## config.mk

```make
export PLATFORM = sky130hd
export DESIGN_NAME = conv_start_seq
export DESIGN_NICKNAME = d
export VERILOG_FILES = /design/src/rtl/conv_start_seq_pkg.sv /design/src/rtl/start_edge_sync.sv /design/src/rtl/settle_timer.sv /design/src/rtl/conv_fsm.sv /design/src/rtl/conv_start_seq.sv
export SDC_FILE = /design/constraint.sdc
export NUM_CORES = 1
export LEC_CHECK = 0
export CAP_MARGIN = 20
export CORE_MARGIN = 2
export CORE_UTILIZATION = 56
export CTS_CLUSTER_SIZE = 16
export DETAILED_ROUTE_END_ITERATION = 16
export PLACE_DENSITY = 0.82
export SETUP_SLACK_MARGIN = 0.15
export SLEW_MARGIN = 10
export SYNTH_ARGS = -nofsm -noshare
export SYNTH_HDL_FRONTEND = slang
export SYNTH_SLANG_ARGS = --single-unit
```

## constraint.sdc

```tcl
create_clock -name clk -period 4.3 [get_ports clk]
set_input_delay 0.645 -clock clk [delete_from_list [all_inputs] [get_ports clk]]
set_output_delay 0.645 -clock clk [all_outputs]
set_load 0.1 [all_outputs]
```

## src/rtl/conv_start_seq_pkg.sv

```systemverilog
package conv_start_seq_pkg;
    typedef enum logic [1:0] {
        WAIT_EDGE    = 2'd0,
        HOLD_PENDING = 2'd1,
        CONVERTING   = 2'd2
    } seq_state_t;
endpackage

```

## src/rtl/start_edge_sync.sv

```systemverilog
module start_edge_sync (
    input  logic clk,
    input  logic rst_n,
    input  logic async_in,
    output logic rise
);
    logic meta_q, sync_q, last_q;

    always_ff @(posedge clk or negedge rst_n) begin
        if (!rst_n) begin
            meta_q <= 1'b0;
            sync_q <= 1'b0;
            last_q <= 1'b0;
        end else begin
            meta_q <= async_in;
            sync_q <= meta_q;
            last_q <= sync_q;
        end
    end

    assign rise = sync_q & ~last_q;
endmodule

```

## src/rtl/settle_timer.sv

```systemverilog
module settle_timer #(
    parameter int SETTLE_W = 8
) (
    input  logic                clk,
    input  logic                rst_n,
    input  logic                trig,
    input  logic [SETTLE_W-1:0] len,
    output logic                active
);
    logic [SETTLE_W-1:0] remain_q;

    always_ff @(posedge clk or negedge rst_n) begin
        if (!rst_n)
            remain_q <= '0;
        else if (trig)
            remain_q <= len;
        else if (remain_q != '0)
            remain_q <= remain_q - 1'b1;
    end

    assign active = (remain_q != '0);
endmodule

```

## src/rtl/conv_fsm.sv

```systemverilog
module conv_fsm
    import conv_start_seq_pkg::*;
#(
    parameter int CONV_CYCLES = 14
) (
    input  logic clk,
    input  logic rst_n,
    input  logic req_rise,
    input  logic settle_active,
    output logic hold,
    output logic busy,
    output logic done
);
    localparam int CW = (CONV_CYCLES > 2) ? $clog2(CONV_CYCLES) : 1;
    localparam logic [CW-1:0] LAST_LOAD = CW'(CONV_CYCLES - 1);

    seq_state_t state_q, state_d;
    logic [CW-1:0] left_q;

    always_comb begin
        state_d = state_q;
        unique case (state_q)
            WAIT_EDGE: begin
                if (req_rise)
                    state_d = settle_active ? HOLD_PENDING : CONVERTING;
            end
            HOLD_PENDING: begin
                if (!settle_active)
                    state_d = CONVERTING;
            end
            CONVERTING: begin
                if (left_q == '0)
                    state_d = WAIT_EDGE;
            end
            default: state_d = WAIT_EDGE;
        endcase
    end

    always_ff @(posedge clk or negedge rst_n) begin
        if (!rst_n) begin
            state_q <= WAIT_EDGE;
            left_q  <= '0;
        end else begin
            state_q <= state_d;
            if (state_q != CONVERTING && state_d == CONVERTING)
                left_q <= LAST_LOAD;
            else if (state_q == CONVERTING && left_q != '0)
                left_q <= left_q - 1'b1;
        end
    end

    always_comb begin
        hold = 1'b0;
        busy = 1'b0;
        done = 1'b0;
        unique case (state_q)
            WAIT_EDGE: ;
            HOLD_PENDING: busy = 1'b1;
            CONVERTING: begin
                hold = 1'b1;
                busy = 1'b1;
                done = (left_q == '0);
            end
            default: ;
        endcase
    end
endmodule

```

## src/rtl/conv_start_seq.sv

```systemverilog
module conv_start_seq #(
    parameter int CONV_CYCLES = 14,
    parameter int SETTLE_W    = 8
) (
    input  logic                clk,
    input  logic                rst_n,
    input  logic                conv_start_in,
    input  logic                settle_trig,
    input  logic [SETTLE_W-1:0] settle_len,
    output logic                hold,
    output logic                busy,
    output logic                done
);
    logic start_rise;
    logic settle_act;

    start_edge_sync u_sync (
        .clk      (clk),
        .rst_n    (rst_n),
        .async_in (conv_start_in),
        .rise     (start_rise)
    );

    settle_timer #(.SETTLE_W(SETTLE_W)) u_settle (
        .clk    (clk),
        .rst_n  (rst_n),
        .trig   (settle_trig),
        .len    (settle_len),
        .active (settle_act)
    );

    conv_fsm #(.CONV_CYCLES(CONV_CYCLES)) u_fsm (
        .clk           (clk),
        .rst_n         (rst_n),
        .req_rise      (start_rise),
        .settle_active (settle_act),
        .hold          (hold),
        .busy          (busy),
        .done          (done)
    );
endmodule

```

Word level (Yosys, flattened, before mapping)
Index checks and enable logic that the tools add are counted.
Widths: inputs -> output; s select.
{"block": "word_totals", "register_bits": 17, "output_inout_bits": 3, "input_bits": 12}
{"block": "op_classes", "muxes": 12, "n_reduce_logical": 9, "n_addsub": 2, "bitwise_logic": 2, "n_eq_ne": 4}
{"operator": "$mux 8", "count": 2}
{"operator": "$mux 2", "count": 4}
{"operator": "$mux 4", "count": 2}
{"operator": "$reduce_bool 8->1", "count": 1}
{"operator": "$sub 8x1->8 const B", "count": 1}
{"operator": "$pmux 2 s3", "count": 1}
{"operator": "$eq 2x2->1 const B", "count": 2}
{"operator": "$logic_not 4->1", "count": 1}
{"operator": "$reduce_bool 2->1", "count": 2}
{"operator": "$reduce_bool 4->1", "count": 1}
{"operator": "$sub 4x1->4 const B", "count": 1}
{"operator": "$mux 1", "count": 3}
{"operator": "$eq 2x1->1 const B", "count": 1}
{"operator": "$logic_and 1x1->1", "count": 2}
{"operator": "$logic_not 2->1", "count": 1}
{"operator": "$ne 2x2->1 const B", "count": 1}
{"operator": "$reduce_or 2->1", "count": 1}
{"operator": "$and 1x1->1", "count": 1}
{"operator": "$not 1->1", "count": 1}

Longest topological paths before layout
{"block": "depth", "word_depth": 7, "mapped_depth": 6}

Cells and area by module
A second synthesis with hierarchy kept.
{"block": "hier_totals", "hier_cells": 102, "hier_area_um2": 978.4}
{"mod": "settle_timer", "seq_area_each_um2": 200.2, "cells_per_inst": 55, "instances": 1, "area_each_um2": 490.5}
{"mod": "conv_fsm", "seq_area_each_um2": 150.1, "cells_per_inst": 43, "instances": 1, "area_each_um2": 399.1}
{"mod": "start_edge_sync", "seq_area_each_um2": 75.1, "cells_per_inst": 4, "instances": 1, "area_each_um2": 88.8}

Worst setup path before layout
Ideal clock, no wire load.
{"block": "synth_path", "path_kind": "register to output", "startpoint": "register u_fsm.state_q[0]", "endpoint": "output port done", "stages_incl_launch_ff": 5, "arrival_time_ns": 3.587, "n_path_buf": 0, "slack_ns": 0.068, "cell_sequence": "dfrtp_1 -> inv_1 -> ha_1 -> nand2_1 -> nor3_1"}
{"block": "synth_via", "elab_chain_len": 2}
{"element": "start, declared", "line_no": "conv_fsm.sv:17", "text": "seq_state_t state_q, state_d;"}
{"element": "start signal, assigned", "line_no": "conv_fsm.sv:44", "text": "state_q <= state_d;"}
{"element": "$eq 2x2->1", "line_no": "conv_fsm.sv:56", "text": "unique case (state_q)"}
{"element": "$mux 1", "line_no": "conv_fsm.sv:56"}
{"element": "end, declared", "line_no": "conv_start_seq.sv:12", "text": "output logic done"}
Every way passes these cells.

Worst setup path in the final report
Same ends and word-level chain as after synthesis.

==> results.cfg <==
[clock_network]
cts_setup_buffers = 0
cts_htree_levels = 1
clkSlewWorstSetupHoldPaths_ns = 0.09
clock_tree_root_driver_cell = sky130_fd_sc_hd__clkbuf_4
clock_insertion_delay_worst_skew_ns = 0.29
clock_sink_count = 17
cts_tree = done
cts_buffers = 3
clockBufferDepth = 2
cts_resized = 0
cts_hold_buffers = 0

[synthesis]
synth_cell_type_count = 36
synth.cell_area_um2 = 987
ys.flop_type = sky130_fd_sc_hd__dfrtp_1
postSynthRegisterBits = 17
ys_async_sr_fraction = 1.00
yosysWarnings = 0
synthesis.instances = 96
synth.yosys.seq_area_share = 0.431
syn-mean-instance-area_um2 = 10.3
synth_edf_count = 0
syn-num-nets = 114

[critical_path]
ff2ff_path_depth = 6
timing.critical_path.to_type = output pin
worst-setup-path-type = reg -> out
critical_path_required_ns = 3.65
worstReg2RegEnd = u_fsm.left_q[1]
r2r_slack_ns = 2.29
timing.rr.start = u_settle.remain_q[1]
setup.worst_path.start_class = flop
timing.critical_path.arrival_ns = 2.40
timing.critical_path.fanout_max = 6

[finish]
area.growth.synth_to_final_pct = 19.3
drive_above_1_share = 0.124
layout_commonest_cell = sky130_fd_sc_hd__dfrtp_1
antennaDiodeCount = 0
layout_common_cells = sky130_fd_sc_hd__dfrtp_1, sky130_fd_sc_hd__clkdlybuf4s50_1, sky130_fd_sc_hd__inv_1, sky130_fd_sc_hd__o21ai_0, sky130_fd_sc_hd__nand2_1
nets = 132

[min_path]
hold_ep = u_sync.sync_q
hold_path.startpoint = u_sync.meta_q
hold_path.class = reg -> reg
min_path_cells = 0

[floorplanning]
core_area_mm2 = 0.00169
die_area_mm2 = 0.00211
fp-row-count = 15
initial_core_util = 0.584
pin_count = 15
chipWidth_um = 46.0
die-height_um = 46.0

[route]
detail_route.iter0.violations = 17
avgRoutedWirePerCell_um = 13.9
via_count_of_the_routed_design = 740
drt_first_pass_iters = 4
vias_per_cell = 5.69
wl_um = 1810
remaining_drc_errors = 0
ant_nets = 0

[pwr]
irDropWorstVdd_uv = 343
p_leak_nw = 0.503
pwr_density_cell_mw_per_mm2 = 456

[grt]
first_global_vias = 717
antenna_found_initial = 0
global_route.usage.total = 0.199
grt_pass1_wl_um = 2950
largest_net_degree_at_the_start_of_global_routing = 18
global_route.overflow_total = 0

[job]
max_cap_viol_count = 0

[sta]
period_share = 0.709
maxSlewHeadroom = 0.350
max_clock_freq_mhz = 328
tightestPinTransition_ns = 0.972
timing.final.hold_violations = 0
grt_setup_unrepaired = false
setup_viol = 0
period_needed_ns = 3.05
whs_ns = 0.363
finClkSkew_ns = 0.0101
finalMaxSlewViolations = 0
fin_setup_tns_ns = 0

[placement]
place.gp.congestion = 0.782
post-dp-hpwl_um = 1420
port_buffers = 14

[status]
run_status = finished, final reports clean
-- state kept, by name, indices dropped and copies added (netlist names) --
name and flops:
u_fsm.state_q 2, u_fsm.left_q 4, u_sync.last_q 1, u_sync.sync_q 1
u_settle.remain_q 8, u_sync.meta_q 1
-- report_power, final --
part	total [mW]	switching [mW]	internal, mW	leakage, nW
Sequential	0.241	0.0463	0.195	0.209
Combinational	0.213	0.121	0.0918	0.276
Clock	0.0826	0.0481	0.0345	0.0177
-- through the flow --
| step | instance area, um2 | std cells | util | power (mW) | setup slack, ns |
|---|---|---|---|---|---|
| finish | 1180 | 130 | 0.697 | 0.536 | 1.25 |
| global route | 1180 | 130 | 0.697 | 0.578 | 1.14 |
| CTS | 1180 | 130 | 0.697 | 0.542 | 1.23 |
| detailed placement | 1150 | 126 | 0.681 | 0.457 | 1.55 |
| global placement | 1150 | 126 | 0.681 | 0.444 | 1.61 |
| floorplan | 992 | 96 | - | 0.402 | 0.903 |
-- layout make-up --
type,count,area [um2]
tap,17,21.3
sequential,17,425
multi-input combinational,69,529
fill,136,512
clock inverter,1,5.00
timing repair buffer,14,140
inverter,9,33.8
clock buffer,3,22.5
-- routing by layer --
layer	track usage	share of wire	vias up
met5	0	0	-
li1	-	-	378
met2	0.322	0.48	16
met4	0.0857	0.021	0
met1	0.251	0.47	342
met3	0.0476	0.030	4
-- critical path, cell delays in order (launching register included) --
cell and delay (ns):
sky130_fd_sc_hd__dfrtp_1 0.44, sky130_fd_sc_hd__inv_1 0.11, sky130_fd_sc_hd__ha_1 0.21, sky130_fd_sc_hd__nand2_1 0.12, sky130_fd_sc_hd__nor3_2 0.11, sky130_fd_sc_hd__clkdlybuf4s50_1 1.14
-- how the worst max path moves through the flow --
stage	from	end	slack (ns)
global route	u_fsm.state_q[0]	done	1.14
detailed placement	u_fsm.state_q[0]	done	1.55
floorplan	u_fsm.state_q[0]	done	0.90
finish	u_fsm.state_q[0]	done	1.25
CTS	u_fsm.state_q[0]	done	1.23
global placement	u_fsm.state_q[0]	done	1.61
-- cell usage after synthesis (2+ instances only) --
cell	number	share of area
sky130_fd_sc_hd__dfrtp_1	17	0.43
sky130_fd_sc_hd__inv_1	9	0.034
sky130_fd_sc_hd__nand2_1	8	0.030
sky130_fd_sc_hd__o21ai_0	8	0.041
sky130_fd_sc_hd__ha_1	6	0.076
sky130_fd_sc_hd__a21oi_1	5	0.025
sky130_fd_sc_hd__nor2_1	5	0.019
sky130_fd_sc_hd__a22o_1	4	0.035
sky130_fd_sc_hd__xnor2_1	3	0.027
sky130_fd_sc_hd__mux2_2	2	0.023
sky130_fd_sc_hd__mux2i_1	2	0.020
sky130_fd_sc_hd__nor3b_1	2	0.015
sky130_fd_sc_hd__xor2_1	2	0.018
-- kinds of logic after synthesis --
family | count (synthesis) | share of synthesized area
AOI/OAI and AO/OA | 25 | 0.180
xor gates and xnor gates | 5 | 0.0444
adders and majority gates | 6 | 0.0760
buffers and inverters | 10 | 0.0380
DFF | 17 | 0.431
muxes | 5 | 0.0545
and+or+nand+nor | 28 | 0.176
Power figures use the tool's default switching activity.
